$ cat src/rtl/asc_pkg.sv
package asc_pkg;

  localparam int MAP_SLOTS = 256;
  localparam int MAP_W     = 8;

  typedef struct packed {
    logic captStat;
    logic captCtrl;
    logic shiftStat;
    logic shiftCtrl;
    logic updCtrl;
    logic clear;
  } ascStrobe_t;

  // Default group map: assertion i belongs to group i % groups.
  function automatic logic [MAP_SLOTS*MAP_W-1:0] roundRobinMap(int groups);
    logic [MAP_SLOTS*MAP_W-1:0] m;
    m = '0;
    for (int i = 0; i < MAP_SLOTS; i++) begin
      m[i*MAP_W +: MAP_W] = MAP_W'(i % groups);
    end
    return m;
  endfunction

endpackage

$ cat src/rtl/asc_group_expand.sv
module asc_group_expand
  import asc_pkg::*;
#(
  parameter int NUM_ASSERT = 16,
  parameter int NUM_GROUPS = 4,
  parameter logic [MAP_SLOTS*MAP_W-1:0] GROUP_MAP = roundRobinMap(NUM_GROUPS)
) (
  input  logic [NUM_GROUPS-1:0] grpEn,
  output logic [NUM_ASSERT-1:0] enMask
);

  // One enable per assertion, picked from its fixed group.
  for (genvar i = 0; i < NUM_ASSERT; i++) begin : g_map
    localparam int GI = int'(GROUP_MAP[i*MAP_W +: MAP_W]);
    if (GI < NUM_GROUPS) begin : g_valid
      assign enMask[i] = grpEn[GI];
    end else begin : g_none
      assign enMask[i] = 1'b0;
    end
  end

endmodule

$ cat src/rtl/asc_ctrl.sv
module asc_ctrl
  import asc_pkg::*;
#(
  parameter int NUM_GROUPS = 4
) (
  input  logic                  clk,
  input  logic                  rstN,
  input  logic                  scanSel,
  input  logic                  scanCapture,
  input  logic                  scanShift,
  input  logic                  scanUpdate,
  input  logic                  scanIn,
  input  logic                  statusClear,
  output ascStrobe_t            strobe,
  output logic [NUM_GROUPS-1:0] grpEn,
  output logic                  ctrlOut
);

  logic [NUM_GROUPS-1:0] ctrlChain;
  logic [NUM_GROUPS-1:0] inMsb;

  // Capture has priority over shift, shift over update.
  always_comb begin
    strobe.captStat  = scanCapture & ~scanSel;
    strobe.captCtrl  = scanCapture &  scanSel;
    strobe.shiftStat = scanShift & ~scanCapture & ~scanSel;
    strobe.shiftCtrl = scanShift & ~scanCapture &  scanSel;
    strobe.updCtrl   = scanUpdate & ~scanShift & ~scanCapture & scanSel;
    strobe.clear     = statusClear;
  end

  always_comb begin
    inMsb = '0;
    inMsb[NUM_GROUPS-1] = scanIn;
  end

  always_ff @(posedge clk or negedge rstN) begin
    if (!rstN) begin
      ctrlChain <= '0;
    end else if (strobe.captCtrl) begin
      ctrlChain <= grpEn;
    end else if (strobe.shiftCtrl) begin
      ctrlChain <= (ctrlChain >> 1) | inMsb;
    end
  end

  always_ff @(posedge clk or negedge rstN) begin
    if (!rstN) begin
      grpEn <= '1;
    end else if (strobe.updCtrl) begin
      grpEn <= ctrlChain;
    end
  end

  assign ctrlOut = ctrlChain[0];

  // enables move only on an update cycle
  p_en_only_on_update_r8: assert property (@(posedge clk) disable iff (!rstN)
    !(scanUpdate && scanSel) |=> $stable(grpEn));

  // a shift without update leaves the applied enables alone
  p_shift_keeps_en_r8: assert property (@(posedge clk) disable iff (!rstN)
    (scanShift && scanSel) |=> $stable(grpEn));

endmodule

$ cat src/rtl/asc_datapath.sv
module asc_datapath
  import asc_pkg::*;
#(
  parameter int NUM_ASSERT = 16
) (
  input  logic                  clk,
  input  logic                  rstN,
  input  ascStrobe_t            strobe,
  input  logic [NUM_ASSERT-1:0] fireEn,
  input  logic [NUM_ASSERT-1:0] errFire,
  input  logic                  scanIn,
  output logic                  statOut,
  output logic                  stopReq
);

  logic [NUM_ASSERT-1:0] statusHold;
  logic [NUM_ASSERT-1:0] statShift;
  logic [NUM_ASSERT-1:0] inMsb;
  logic                  anyErr;

  assign anyErr = |errFire;

  always_comb begin
    inMsb = '0;
    inMsb[NUM_ASSERT-1] = scanIn;
  end

  // Sticky status: new fires always win over clear or capture.
  always_ff @(posedge clk or negedge rstN) begin
    if (!rstN) begin
      statusHold <= '0;
    end else if (strobe.clear || strobe.captStat) begin
      statusHold <= fireEn;
    end else begin
      statusHold <= statusHold | fireEn;
    end
  end

  always_ff @(posedge clk or negedge rstN) begin
    if (!rstN) begin
      stopReq <= 1'b0;
    end else if (strobe.clear) begin
      stopReq <= anyErr;
    end else if (anyErr) begin
      stopReq <= 1'b1;
    end
  end

  always_ff @(posedge clk or negedge rstN) begin
    if (!rstN) begin
      statShift <= '0;
    end else if (strobe.captStat) begin
      statShift <= statusHold;
    end else if (strobe.shiftStat) begin
      statShift <= (statShift >> 1) | inMsb;
    end
  end

  assign statOut = statShift[0];

  // a status bit only rises where an enabled fire was seen
  p_rise_needs_fire_r1: assert property (@(posedge clk) disable iff (!rstN)
    1'b1 |=> ((statusHold & ~$past(statusHold) & ~$past(fireEn)) == '0));

  // an enabled error fire raises the stop request
  p_error_stops_r2: assert property (@(posedge clk) disable iff (!rstN)
    (|errFire) |=> stopReq);

  // without an error fire, a low stop request stays low
  p_warn_no_stop_r3: assert property (@(posedge clk) disable iff (!rstN)
    (!stopReq && !(|errFire)) |=> !stopReq);

  // bits are kept while neither capture nor clear happens
  p_status_sticky_r4: assert property (@(posedge clk) disable iff (!rstN)
    (!strobe.captStat && !strobe.clear)
      |=> ((statusHold & $past(statusHold)) == $past(statusHold)));

  // clear without an error fire drops the stop request
  p_clear_drops_r9: assert property (@(posedge clk) disable iff (!rstN)
    (strobe.clear && !(|errFire)) |=> !stopReq);

  // the stop request holds until a clear
  p_stop_holds_r10: assert property (@(posedge clk) disable iff (!rstN)
    (stopReq && !strobe.clear) |=> stopReq);

endmodule

$ cat src/rtl/asc_top.sv
module asc_top
  import asc_pkg::*;
#(
  parameter int NUM_ASSERT = 16,
  parameter int NUM_GROUPS = 4,
  parameter logic [MAP_SLOTS*MAP_W-1:0] GROUP_MAP = roundRobinMap(NUM_GROUPS)
) (
  input  logic                  clk,
  input  logic                  rstN,
  input  logic [NUM_ASSERT-1:0] fire,
  input  logic [NUM_ASSERT-1:0] errClass,
  input  logic                  scanSel,
  input  logic                  scanCapture,
  input  logic                  scanShift,
  input  logic                  scanUpdate,
  input  logic                  scanIn,
  input  logic                  statusClear,
  output logic                  scanOut,
  output logic                  stopReq
);

  ascStrobe_t            strobe;
  logic [NUM_GROUPS-1:0] grpEn;
  logic [NUM_ASSERT-1:0] enMask;
  logic [NUM_ASSERT-1:0] fireEn;
  logic [NUM_ASSERT-1:0] errFire;
  logic                  ctrlOut;
  logic                  statOut;

  asc_ctrl #(.NUM_GROUPS(NUM_GROUPS)) u_ctrl (
    .clk         (clk),
    .rstN        (rstN),
    .scanSel     (scanSel),
    .scanCapture (scanCapture),
    .scanShift   (scanShift),
    .scanUpdate  (scanUpdate),
    .scanIn      (scanIn),
    .statusClear (statusClear),
    .strobe      (strobe),
    .grpEn       (grpEn),
    .ctrlOut     (ctrlOut)
  );

  asc_group_expand #(
    .NUM_ASSERT (NUM_ASSERT),
    .NUM_GROUPS (NUM_GROUPS),
    .GROUP_MAP  (GROUP_MAP)
  ) u_expand (
    .grpEn  (grpEn),
    .enMask (enMask)
  );

  assign fireEn  = fire & enMask;
  assign errFire = fireEn & errClass;

  asc_datapath #(.NUM_ASSERT(NUM_ASSERT)) u_dp (
    .clk     (clk),
    .rstN    (rstN),
    .strobe  (strobe),
    .fireEn  (fireEn),
    .errFire (errFire),
    .scanIn  (scanIn),
    .statOut (statOut),
    .stopReq (stopReq)
  );

  assign scanOut = scanSel ? ctrlOut : statOut;

endmodule

$ cat config.mk
export PLATFORM = sky130hd
export DESIGN_NAME = asc_top
export DESIGN_NICKNAME = d
export VERILOG_FILES = /design/src/rtl/asc_pkg.sv /design/src/rtl/asc_group_expand.sv /design/src/rtl/asc_ctrl.sv /design/src/rtl/asc_datapath.sv /design/src/rtl/asc_top.sv
export SDC_FILE = /design/constraint.sdc
export NUM_CORES = 1
export LEC_CHECK = 0
export CAP_MARGIN = 10
export CORE_MARGIN = 2
export CORE_UTILIZATION = 40
export DETAILED_ROUTE_END_ITERATION = 8
export DONT_BUFFER_PORTS = 1
export PLACE_DENSITY = 0.55
export SLEW_MARGIN = 20
export SYNTH_ARGS = -nofsm -noshare
export SYNTH_HDL_FRONTEND = slang
export SYNTH_HIERARCHICAL = 1
export SYNTH_SLANG_ARGS = --single-unit
export TNS_END_PERCENT = 5
$ cat constraint.sdc
create_clock -name clk -period 1.6 [get_ports clk]
set_input_delay 0.08 -clock clk [delete_from_list [all_inputs] [get_ports clk]]
set_output_delay 0.08 -clock clk [all_outputs]
set_load 0.005 [all_outputs]
==> results.yml <==
status:
  status: "finished, final reports clean"
route:
  wl_um: 4310
  vias_per_cell: 5.29
  dr.pass1.iters: 4
  vias: 1364
  detail_route.iter0.violations: 54
  ant_nets: 0
  drc_errors: 0
  wl_per_cell_um: 16.7
flow_run:
  timing.max_cap.violations: 0
power:
  vdd_drop_max_v: 0.000736
  powerDensity_nw_per_um2: 1160
  internal_power_uw: 1860
  pwr-share-comb: 0.165
  p_seq_frac: 0.546
  p_sw_frac: 0.268
  p_switching_uw: 679
  p_leak_uw: 0.00101
  clockPowerShare: 0.289
sta:
  fmax_mhz: 824
  setup_viol: 0
  finClkSkew_ns: 0.00220
  rsz0062_at_grt: "false"
  worstMarginPinSlew_ns: 0.386
  fin_tns_setup_ns: 0
  slew_headroom: 0.742
  fin_crit_ns: 1.21
  finalCritPeriodShare: 0.759
  hold_slack_ns: 0.00683
  fin_ws_ns: 0.386
  slew_viol_final: 0
  hold_violations: 0
layout:
  design_area_um2: 2180
  drive_above_1_share: 0.112
  nNetsFinal: 227
  diodes: 0
  fillers: 511
  synthToLayoutAreaGrowth_pct: 3.94
yosys:
  syn_area_um2: 2100
  syn_nets: 237
  yosysWarningCount: 6
  synth_cells: 197
  avgSynthCellArea_um2: 10.6
die:
  ios: 42
  start_util: 0.413
  core_um2: 5070
  num_rows: 26
  die_height_um: 76.4
  die_w_um: 76.4
  die-area_um2: 5830
cts:
  cts_buffers: 5
  post-cts-setup-buffer-count: 0
  cts_buffer_depth: 2
  cts.sinks: 41
  ctsHoldBuffers: 5
  clockRootBuffer: "clkbuf_8"
  clkTransAtPathRegs_ns: 0.08
  cts_resized: 0
  cts_tree: "done"
  cts_max_level: 2
  insertion_delay_ns: 0.29
global_route:
  grt_pass1_wl_um: 7270
  antenna_found_initial: 0
  track_usage: 0.161
  grt_max_degree: 42
  grt_overflow: 0
  grt_pass1_vias: 1504
placement:
  place_ws_ns: 0.366
  gp_congestion: 0.801
  dpl.hpwl_um: 3290
  place_area_um2: 2020
  io_buffers: 0
min_path:
  min_path_type: "input pin to flop"
setup_path:
  path_class: "flop to flop"
  crit_arrival_ns: 1.38
  cp_max_fo: 9
  worstSetupStartpointType: "flop"
  critPathRequiredTime_ns: 1.76
  endpoint_kind: "flop"
  r2r_slack_ns: 0.39
[power by group through the flow]
stage / registers (uW) / clock network, uW / logic (uW)
2_1_floorplan: 1350 / 0 / 468
3_3_place_gp: 1400 / 0 / 380
3_5_place_dp: 1410 / 0 / 389
4_1_cts: 1390 / 754 / 426
5_1_grt: 1420 / 802 / 477
6_report: 1380 / 732 / 419
[registers in the layout (all words and copies together) (netlist names)]
name	count
u_ctrl/ctrlChain	4
u_ctrl/grpEn	4
u_dp/statShift	16
u_dp/statusHold	16
u_dp/stopReq	1
[worst max-delay path, stage by stage, from the launching register on]
cell and delay (ns):
dfstp_2 0.40, and3_1 0.15, nor4_1 0.27, and3_1 0.20, nand3_1 0.07
[cell usage in the layout (no fill, tap or decap), drive strengths merged]
cell type / count
a222oi: 4
and2b: 1
nand2: 16
dfstp: 4
o21ai: 17
clkinv: 1
nand2b: 1
mux2: 1
nor3b: 1
clkbuf: 7
nor2: 1
nor4bb: 1
nor2b: 5
nand3: 1
a21o: 16
dlygate4sd3: 4
and2: 17
inv: 8
and3: 17
mux2i: 20
dfrtp: 37
buf: 4
nor4: 4
[metal layers]
metal,track usage,up-vias,share of wire
met2,0.285,39,0.53
met4,0.0873,0,0.030
met5,0,-,0
met1,0.177,672,0.39
li1,-,641,-
met3,0.0379,12,0.054
[layout make-up]
| cell class | count | area [um^2] | area share |
|---|---|---|---|
| multi-input combinational | 123 | 846 | 0.388 |
| clock buffer | 7 | 96.3 | 0.0442 |
| clock inverter | 1 | 5.00 | 0.00230 |
| sequential | 41 | 1030 | 0.473 |
| inverter | 8 | 30.0 | 0.0138 |
| timing repair buffer | 8 | 82.6 | 0.0379 |
| tap | 70 | 87.6 | 0.0402 |
[final timing paths]
check / startpoint / depth (start not counted) / endpoint
setup / recovery: u_ctrl/grpEn[1] / 4 / u_dp/stopReq
hold / removal: scanIn / 2 / u_ctrl/ctrlChain[3]
setup reg to reg: u_ctrl/grpEn[1] / 4 / u_dp/stopReq
hold reg to reg: u_dp/statusHold[13] / 1 / u_dp/statusHold[13]
max in group asynchronous: rstN / 2 / u_ctrl/grpEn[3]
min in group asynchronous: rstN / 2 / u_dp/statShift[2]
[per-stage QoR]
stage                util  std cells  power (uW)
floorplan               -        197        1820
global placement    0.397        245        1780
detailed placement  0.397        245        1800
CTS                 0.429        258        2570
global route        0.429        258        2690
finish              0.429        258        2540
No activity file was read; power rests on OpenSTA's default activity.
